$ cat config.mk
export PLATFORM = sky130hd
export DESIGN_NAME = wp_match_unit
export DESIGN_NICKNAME = d
export VERILOG_FILES = /design/src/rtl/wpm_pkg.sv /design/src/rtl/wpm_regs.sv /design/src/rtl/wpm_addr_cmp.sv /design/src/rtl/wpm_qual.sv /design/src/rtl/wp_match_unit.sv
export SDC_FILE = /design/constraint.sdc
export NUM_CORES = 1
export LEC_CHECK = 0
export BUFFER_PORTS_ARGS = -buffer_cell sky130_fd_sc_hd__buf_2
export CAP_MARGIN = 25
export CORE_MARGIN = 1
export CORE_UTILIZATION = 28
export DETAILED_ROUTE_END_ITERATION = 10
export GPL_ROUTABILITY_DRIVEN = 0
export SLEW_MARGIN = 10
export SYNTH_ARGS = -nofsm -noshare
export SYNTH_HDL_FRONTEND = slang
export SYNTH_SLANG_ARGS = --single-unit
$ cat constraint.sdc
create_clock -name clk -period 3.4 [get_ports clk]
set_clock_uncertainty 0.15 [all_clocks]
set_input_delay 0.51 -clock clk [delete_from_list [all_inputs] [get_ports clk]]
set_output_delay 0.51 -clock clk [all_outputs]
set_load 0.05 [all_outputs]
$ cat src/rtl/wpm_pkg.sv
package wpm_pkg;

    localparam int WORD_W   = 32;
    localparam int LANES    = 8;
    localparam int MASK_W   = 5;
    localparam int IDX_W    = 4;
    localparam int MIN_MASK = 3;

    localparam logic [WORD_W-1:0] CTRL_WMASK = 32'h1F1F_DFFF;
    localparam logic [WORD_W-1:0] ADDR_WMASK = 32'hFFFF_FFFC;

    typedef struct packed {
        logic [2:0]        rsv_hi;
        logic [MASK_W-1:0] mask;
        logic [2:0]        rsv_mid;
        logic              link_en;
        logic [IDX_W-1:0]  link_idx;
        logic [1:0]        sec;
        logic              rsv_lo;
        logic [LANES-1:0]  bsel;
        logic [1:0]        ls;
        logic [1:0]        priv;
        logic              en;
    } wp_ctrl_t;

    typedef struct packed {
        logic [WORD_W-1:0] addr;
        logic [LANES-1:0]  be;
        logic              write;
        logic              priv;
        logic              secure;
        logic              swap;
        logic              excl;
        logic              excl_pass;
    } wp_acc_t;

    typedef enum logic [1:0] {
        SEC_BOTH = 2'b00,
        SEC_NS   = 2'b01,
        SEC_S    = 2'b10,
        SEC_RSVD = 2'b11
    } sec_sel_e;

    function automatic logic [MASK_W-1:0] eff_mask(input logic [MASK_W-1:0] m);
        if (m < MASK_W'(MIN_MASK)) return '0;
        return m;
    endfunction

    function automatic logic [LANES-1:0] lane_map(input logic [LANES-1:0] bsel,
                                                 input logic upper_word);
        if (upper_word) return {bsel[LANES/2-1:0], {(LANES/2){1'b0}}};
        return bsel;
    endfunction

    function automatic logic type_ok(input logic [1:0] ls, input logic write,
                                     input logic swap, input logic excl,
                                     input logic excl_pass);
        logic want_ld;
        logic want_st;
        want_ld = ls[0];
        want_st = ls[1];
        if (swap) return want_ld | want_st;
        if (excl && write) return want_st & excl_pass;
        if (write) return want_st;
        return want_ld;
    endfunction

    function automatic logic priv_ok(input logic [1:0] sel, input logic priv);
        return priv ? sel[0] : sel[1];
    endfunction

    function automatic logic sec_ok(input logic [1:0] sel, input logic secure);
        case (sec_sel_e'(sel))
            SEC_BOTH: return 1'b1;
            SEC_NS:   return ~secure;
            SEC_S:    return secure;
            default:  return 1'b0;
        endcase
    endfunction

endpackage

$ cat src/rtl/wpm_regs.sv
module wpm_regs
    import wpm_pkg::*;
(
    input  logic              clk,
    input  logic              rst,
    input  logic              wr_ctrl,
    input  logic              wr_addr,
    input  logic [WORD_W-1:0] wdata,
    output wp_ctrl_t          ctrl_q,
    output logic [WORD_W-1:0] addr_q
);

    always_ff @(posedge clk) begin
        if (rst) begin
            ctrl_q <= '0;
            addr_q <= '0;
        end else begin
            if (wr_ctrl) ctrl_q <= wp_ctrl_t'(wdata & CTRL_WMASK);
            if (wr_addr) addr_q <= wdata & ADDR_WMASK;
        end
    end

    a_r2_ctrl_rsvd_zero: assert property (@(posedge clk) disable iff (rst)
        (ctrl_q.rsv_hi == '0) && (ctrl_q.rsv_mid == '0) && (ctrl_q.rsv_lo == 1'b0));

    a_r2_addr_aligned: assert property (@(posedge clk) disable iff (rst)
        addr_q[1:0] == 2'b00);

    a_r12_ctrl_hold: assert property (@(posedge clk) disable iff (rst)
        !wr_ctrl |=> $stable(ctrl_q));

endmodule

$ cat src/rtl/wpm_addr_cmp.sv
module wpm_addr_cmp
    import wpm_pkg::*;
(
    input  logic              clk,
    input  logic              rst,
    input  logic [MASK_W-1:0] mask,
    input  logic [LANES-1:0]  bsel,
    input  logic [WORD_W-1:0] wv,
    input  logic [WORD_W-1:0] acc_addr,
    input  logic [LANES-1:0]  acc_be,
    output logic              addr_hit
);

    localparam int LANE_SH = $clog2(LANES);

    logic [MASK_W-1:0] m_eff;
    logic [WORD_W-1:0] keep;
    logic [LANES-1:0]  lane_sel;
    logic [LANES-1:0]  lane_hit;
    logic              range_eq;
    logic              dword_eq;

    always_comb begin
        m_eff    = eff_mask(mask);
        keep     = ~((WORD_W'(1) << m_eff) - WORD_W'(1));
        range_eq = ((acc_addr ^ wv) & keep) == '0;
        dword_eq = acc_addr[WORD_W-1:LANE_SH] == wv[WORD_W-1:LANE_SH];
        lane_sel = lane_map(bsel, wv[LANE_SH-1]);
    end

    for (genvar i = 0; i < LANES; i++) begin : g_lane
        assign lane_hit[i] = acc_be[i] & lane_sel[i];
    end

    assign addr_hit = (m_eff != '0) ? (range_eq & (|acc_be))
                                    : (dword_eq & (|lane_hit));

    a_r5_zero_select: assert property (@(posedge clk) disable iff (rst)
        (m_eff == '0 && bsel == '0) |-> !addr_hit);

    a_r6_no_bytes: assert property (@(posedge clk) disable iff (rst)
        (acc_be == '0) |-> !addr_hit);

    a_r4_outside_range: assert property (@(posedge clk) disable iff (rst)
        (m_eff != '0 && ((acc_addr ^ wv) >> m_eff) != '0) |-> !addr_hit);

endmodule

$ cat src/rtl/wpm_qual.sv
module wpm_qual
    import wpm_pkg::*;
#(
    parameter int CTX_N = 16
) (
    input  logic             clk,
    input  logic             rst,
    input  logic [1:0]       ls,
    input  logic [1:0]       priv_sel,
    input  logic [1:0]       sec_sel,
    input  logic             link_en,
    input  logic [IDX_W-1:0] link_idx,
    input  logic             acc_write,
    input  logic             acc_priv,
    input  logic             acc_secure,
    input  logic             acc_swap,
    input  logic             acc_excl,
    input  logic             acc_excl_pass,
    input  logic [CTX_N-1:0] ctx_match,
    output logic             qual_ok
);

    localparam int SPAN = 1 << IDX_W;

    logic [SPAN-1:0] ctx_ext;

    if (CTX_N >= SPAN) begin : g_ctx_full
        assign ctx_ext = ctx_match[SPAN-1:0];
    end else begin : g_ctx_pad
        assign ctx_ext = {{(SPAN-CTX_N){1'b0}}, ctx_match};
    end

    logic t_ok, p_ok, s_ok, l_ok;

    always_comb begin
        t_ok    = type_ok(ls, acc_write, acc_swap, acc_excl, acc_excl_pass);
        p_ok    = priv_ok(priv_sel, acc_priv);
        s_ok    = sec_ok(sec_sel, acc_secure);
        l_ok    = ~link_en | ctx_ext[link_idx];
        qual_ok = t_ok & p_ok & s_ok & l_ok;
    end

    a_r7_type_reserved: assert property (@(posedge clk) disable iff (rst)
        (ls == 2'b00) |-> !qual_ok);

    a_r8_failed_strex: assert property (@(posedge clk) disable iff (rst)
        (acc_excl && acc_write && !acc_swap && !acc_excl_pass) |-> !qual_ok);

    a_r9_priv_reserved: assert property (@(posedge clk) disable iff (rst)
        (priv_sel == 2'b00) |-> !qual_ok);

    a_r10_sec_reserved: assert property (@(posedge clk) disable iff (rst)
        (sec_sel == 2'b11) |-> !qual_ok);

    a_r11_link_miss: assert property (@(posedge clk) disable iff (rst)
        (link_en && !ctx_ext[link_idx]) |-> !qual_ok);

endmodule

$ cat src/rtl/wp_match_unit.sv
module wp_match_unit
    import wpm_pkg::*;
#(
    parameter int CTX_N = 16
) (
    input  logic              clk,
    input  logic              rst,
    input  logic              cfg_wr_ctrl,
    input  logic              cfg_wr_addr,
    input  logic [WORD_W-1:0] cfg_wdata,
    output logic [WORD_W-1:0] ctrl_rdata,
    output logic [WORD_W-1:0] addr_rdata,
    input  logic              acc_valid,
    input  logic [WORD_W-1:0] acc_addr,
    input  logic [LANES-1:0]  acc_be,
    input  logic              acc_write,
    input  logic              acc_priv,
    input  logic              acc_secure,
    input  logic              acc_swap,
    input  logic              acc_excl,
    input  logic              acc_excl_pass,
    input  logic [CTX_N-1:0]  ctx_match,
    output logic              dbg_event
);

    wp_ctrl_t          ctrl_q;
    logic [WORD_W-1:0] addr_q;
    wp_acc_t           acc;
    logic              addr_hit;
    logic              qual_ok;
    logic              hit_now;

    assign acc = '{addr: acc_addr, be: acc_be, write: acc_write, priv: acc_priv,
                   secure: acc_secure, swap: acc_swap, excl: acc_excl,
                   excl_pass: acc_excl_pass};

    wpm_regs u_regs (
        .clk     (clk),
        .rst     (rst),
        .wr_ctrl (cfg_wr_ctrl),
        .wr_addr (cfg_wr_addr),
        .wdata   (cfg_wdata),
        .ctrl_q  (ctrl_q),
        .addr_q  (addr_q)
    );

    wpm_addr_cmp u_addr (
        .clk      (clk),
        .rst      (rst),
        .mask     (ctrl_q.mask),
        .bsel     (ctrl_q.bsel),
        .wv       (addr_q),
        .acc_addr (acc.addr),
        .acc_be   (acc.be),
        .addr_hit (addr_hit)
    );

    wpm_qual #(.CTX_N(CTX_N)) u_qual (
        .clk           (clk),
        .rst           (rst),
        .ls            (ctrl_q.ls),
        .priv_sel      (ctrl_q.priv),
        .sec_sel       (ctrl_q.sec),
        .link_en       (ctrl_q.link_en),
        .link_idx      (ctrl_q.link_idx),
        .acc_write     (acc.write),
        .acc_priv      (acc.priv),
        .acc_secure    (acc.secure),
        .acc_swap      (acc.swap),
        .acc_excl      (acc.excl),
        .acc_excl_pass (acc.excl_pass),
        .ctx_match     (ctx_match),
        .qual_ok       (qual_ok)
    );

    assign hit_now    = acc_valid & ctrl_q.en & addr_hit & qual_ok;
    assign ctrl_rdata = ctrl_q;
    assign addr_rdata = addr_q;

    always_ff @(posedge clk) begin
        if (rst) dbg_event <= 1'b0;
        else     dbg_event <= hit_now;
    end

    a_r3_needs_access: assert property (@(posedge clk) disable iff (rst)
        dbg_event |-> $past(acc_valid));

    a_r3_disabled_quiet: assert property (@(posedge clk) disable iff (rst)
        !ctrl_q.en |=> !dbg_event);

endmodule

==> metrics.cfg <==
[run_status]
run_status=complete, no violations

[route]
drt_iter0_markers=361
ant_nets=0
drc=0
first_pass_iters=6
vias=3507
wl_per_cell_um=16.4
vias_per_cell=5.18
wirelength_um=11100

[yosys]
synth_async_sr_flop_share=0
syn_area_per_cell_um2=8.70
postSynthCellCount=393
ys_ff_latch=56
synth_fa_ha_area_frac=0.00366
synthFlopType=dfxtp_1
synth_compound_area_frac=0.131
synthSimpleGateAreaFrac=0.187
yosysUniqueCellTypes=55
synth-edff-count=0
synth_top_family_by_area=multiplexers
yosysSeqAreaShare=0.328
mappedNetlistArea_mm2=0.00342
synth_mux_area_frac=0.206
synth-xor-area-share=0.0820
ys_warn_count=0

[clock_tree]
numCtsBuffers=5
clk_pin_slew_ns=0.08
cts_tree=yes
post_cts_buffers=0
cts_sinks=56
cts_buffer_depth=2
cts-resized-gates=0
postCtsHoldBufs=0
cts_root_buf=clkbuf_16
h-tree-depth=2
clkLatencyLatePin_ns=0.29

[critical_path]
worstRegToRegCells=12
crit_path_start_kind=flop
worstPathArrival_ns=3.14
cp-end-kind=flop
r2r_start=u_regs.ctrl_q[25]$_SDFFE_PP0P_
required_ns=3.45
worstSetupStartpoint=u_regs.ctrl_q[25]$_SDFFE_PP0P_
critical_path_class=reg -> reg
rr_endpoint=dbg_event$_SDFF_PP0_
cp_max_fo=16
rrSetupSlack_ns=0.31

[min_path]
holdPathStages=3
hp-start=cfg_wdata[13]
hold_path_end=u_regs.addr_q[13]$_SDFFE_PP0P_
holdCritPathClass=in -> reg

[final_layout]
num-fill-cells=1173
area_growth_pct=30.1
multiInputGateArea_mm2=0.00212
antenna_cells=0
post-route-cell-area_mm2=0.00445
drive_gt1_frac=0.341
layout_common_cells=buf_2 (154), nor2_1 (67), mux2i_1 (59), dfxtp_1 (56), xor2_1 (24)
mostFrequentLayoutCell=buf_2
nets=633
final_util=0.382
ff_latch_area_mm2=0.00112

[global_routing]
grt_max_degree=57
grt_pass1_wl_um=17500
grt-ovfl-total=0
antenna_found_initial=0
grt.total_usage=0.175
grt_pass1_vias=3376

[timing]
fmax_ghz=0.324
worstMarginPinSlew_ns=0.992
final_max_slew_viol_count=0
setup_viol=0
hold_slack_ns=0.294
hold_violations=0
min_period_ns=3.09
fin_crit_sh=0.909
rsz0062_at_grt=no
relSlewSlack=0.339
tns_ns=0

[floorplan]
start_util=0.293
die_area_mm2=0.0127
core_mm2=0.0117
die_h_um=113
io_pins=164
die_w_um=113
row_count=39

[placement]
hpwl_um=8510
placed_area_mm2=0.00425
port_buffers=154

[job]
max_cap_violations=0

[pwr]
power_density_mw_per_mm2=427
fin_total_pwr_mw=1.90
p_leak_nw=2.16
ir_drop_mv=0.225

-- metal layers --
metal	GRT usage	vias up	wire [um]
met1	0.226	1582	4700
li1	-	1662	-
met5	0	-	0
met3	0.0329	39	815
met4	0.0711	0	412
met2	0.286	224	5170
-- critical path, stage by stage (launching register included) --
cell,delay (ns)
dfxtp_1,0.31
a211o_1,0.36
nor2_4,0.17
inv_1,0.08
ha_1,0.38
buf_4,0.25
or2_2,0.27
o2bb2ai_1,0.12
a22oi_1,0.08
o221ai_1,0.19
and4_1,0.22
a41oi_1,0.17
a2111oi_2,0.25
-- report_power, final --
| part | total (mW) | internal, mW | switching [mW] | leakage, nW |
|---|---|---|---|---|
| Clock | 0.591 | 0.347 | 0.244 | 0.0798 |
| Combinational | 0.579 | 0.195 | 0.384 | 1.62 |
| Sequential | 0.732 | 0.695 | 0.0371 | 0.462 |
-- worst max path at each step --
stage / to / depth (start not counted)
global route: dbg_event$_SDFF_PP0_ / 12
finish: dbg_event$_SDFF_PP0_ / 12
CTS: dbg_event$_SDFF_PP0_ / 12
detailed placement: dbg_event$_SDFF_PP0_ / 12
floorplan: dbg_event$_SDFF_PP0_ / 13
global placement: dbg_event$_SDFF_PP0_ / 12
-- flip-flops by register name (all words and copies together), names as in the netlist --
register and flops:
dbg_event 1, u_regs.addr_q 30, u_regs.ctrl_q 25
-- cell usage after synthesis, types with 6 or more instances --
cell type  number  share of area
a22oi_1        11          0.024
xnor2_1         8          0.020
nand3_1        10          0.015
buf_2           8          0.012
nor3_1          7          0.010
buf_4          12          0.026
o21ai_0        15          0.022
nor2_1         67          0.074
dfxtp_1        56           0.33
mux2i_1        59           0.17
xor2_1         24          0.061
a21oi_1         9          0.013
nand2b_1        6          0.011
clkbuf_1       11          0.012
nand2_1        14          0.015
-- layout make-up --
class / instances / area share
clock buffers: 5 / 0.0281
inverters: 5 / 0.00422
repair buffers: 161 / 0.190
multi-input cells: 304 / 0.476
well taps: 143 / 0.0402
clock inverters: 3 / 0.00956
flip-flops and latches: 56 / 0.252
-- kinds of logic (layout without fill, tap and decap cells) --
group / after synthesis / in the layout
simple gates: 132 / 132
mux: 65 / 65
compound gates: 64 / 64
flops: 56 / 56
buf+inv: 41 / 174
xor+xnor: 32 / 32
other cells: 2 / 10
fa+ha+maj: 1 / 1
-- stage by stage --
step | cells | worst slack (ns)
6_report | 677 | 0.310
3_5_place_dp | 668 | 0.383
3_3_place_gp | 668 | 0.488
4_1_cts | 676 | 0.370
2_1_floorplan | 401 | 0.499
5_1_grt | 677 | 0.190
(Power assumes the default switching activity.)
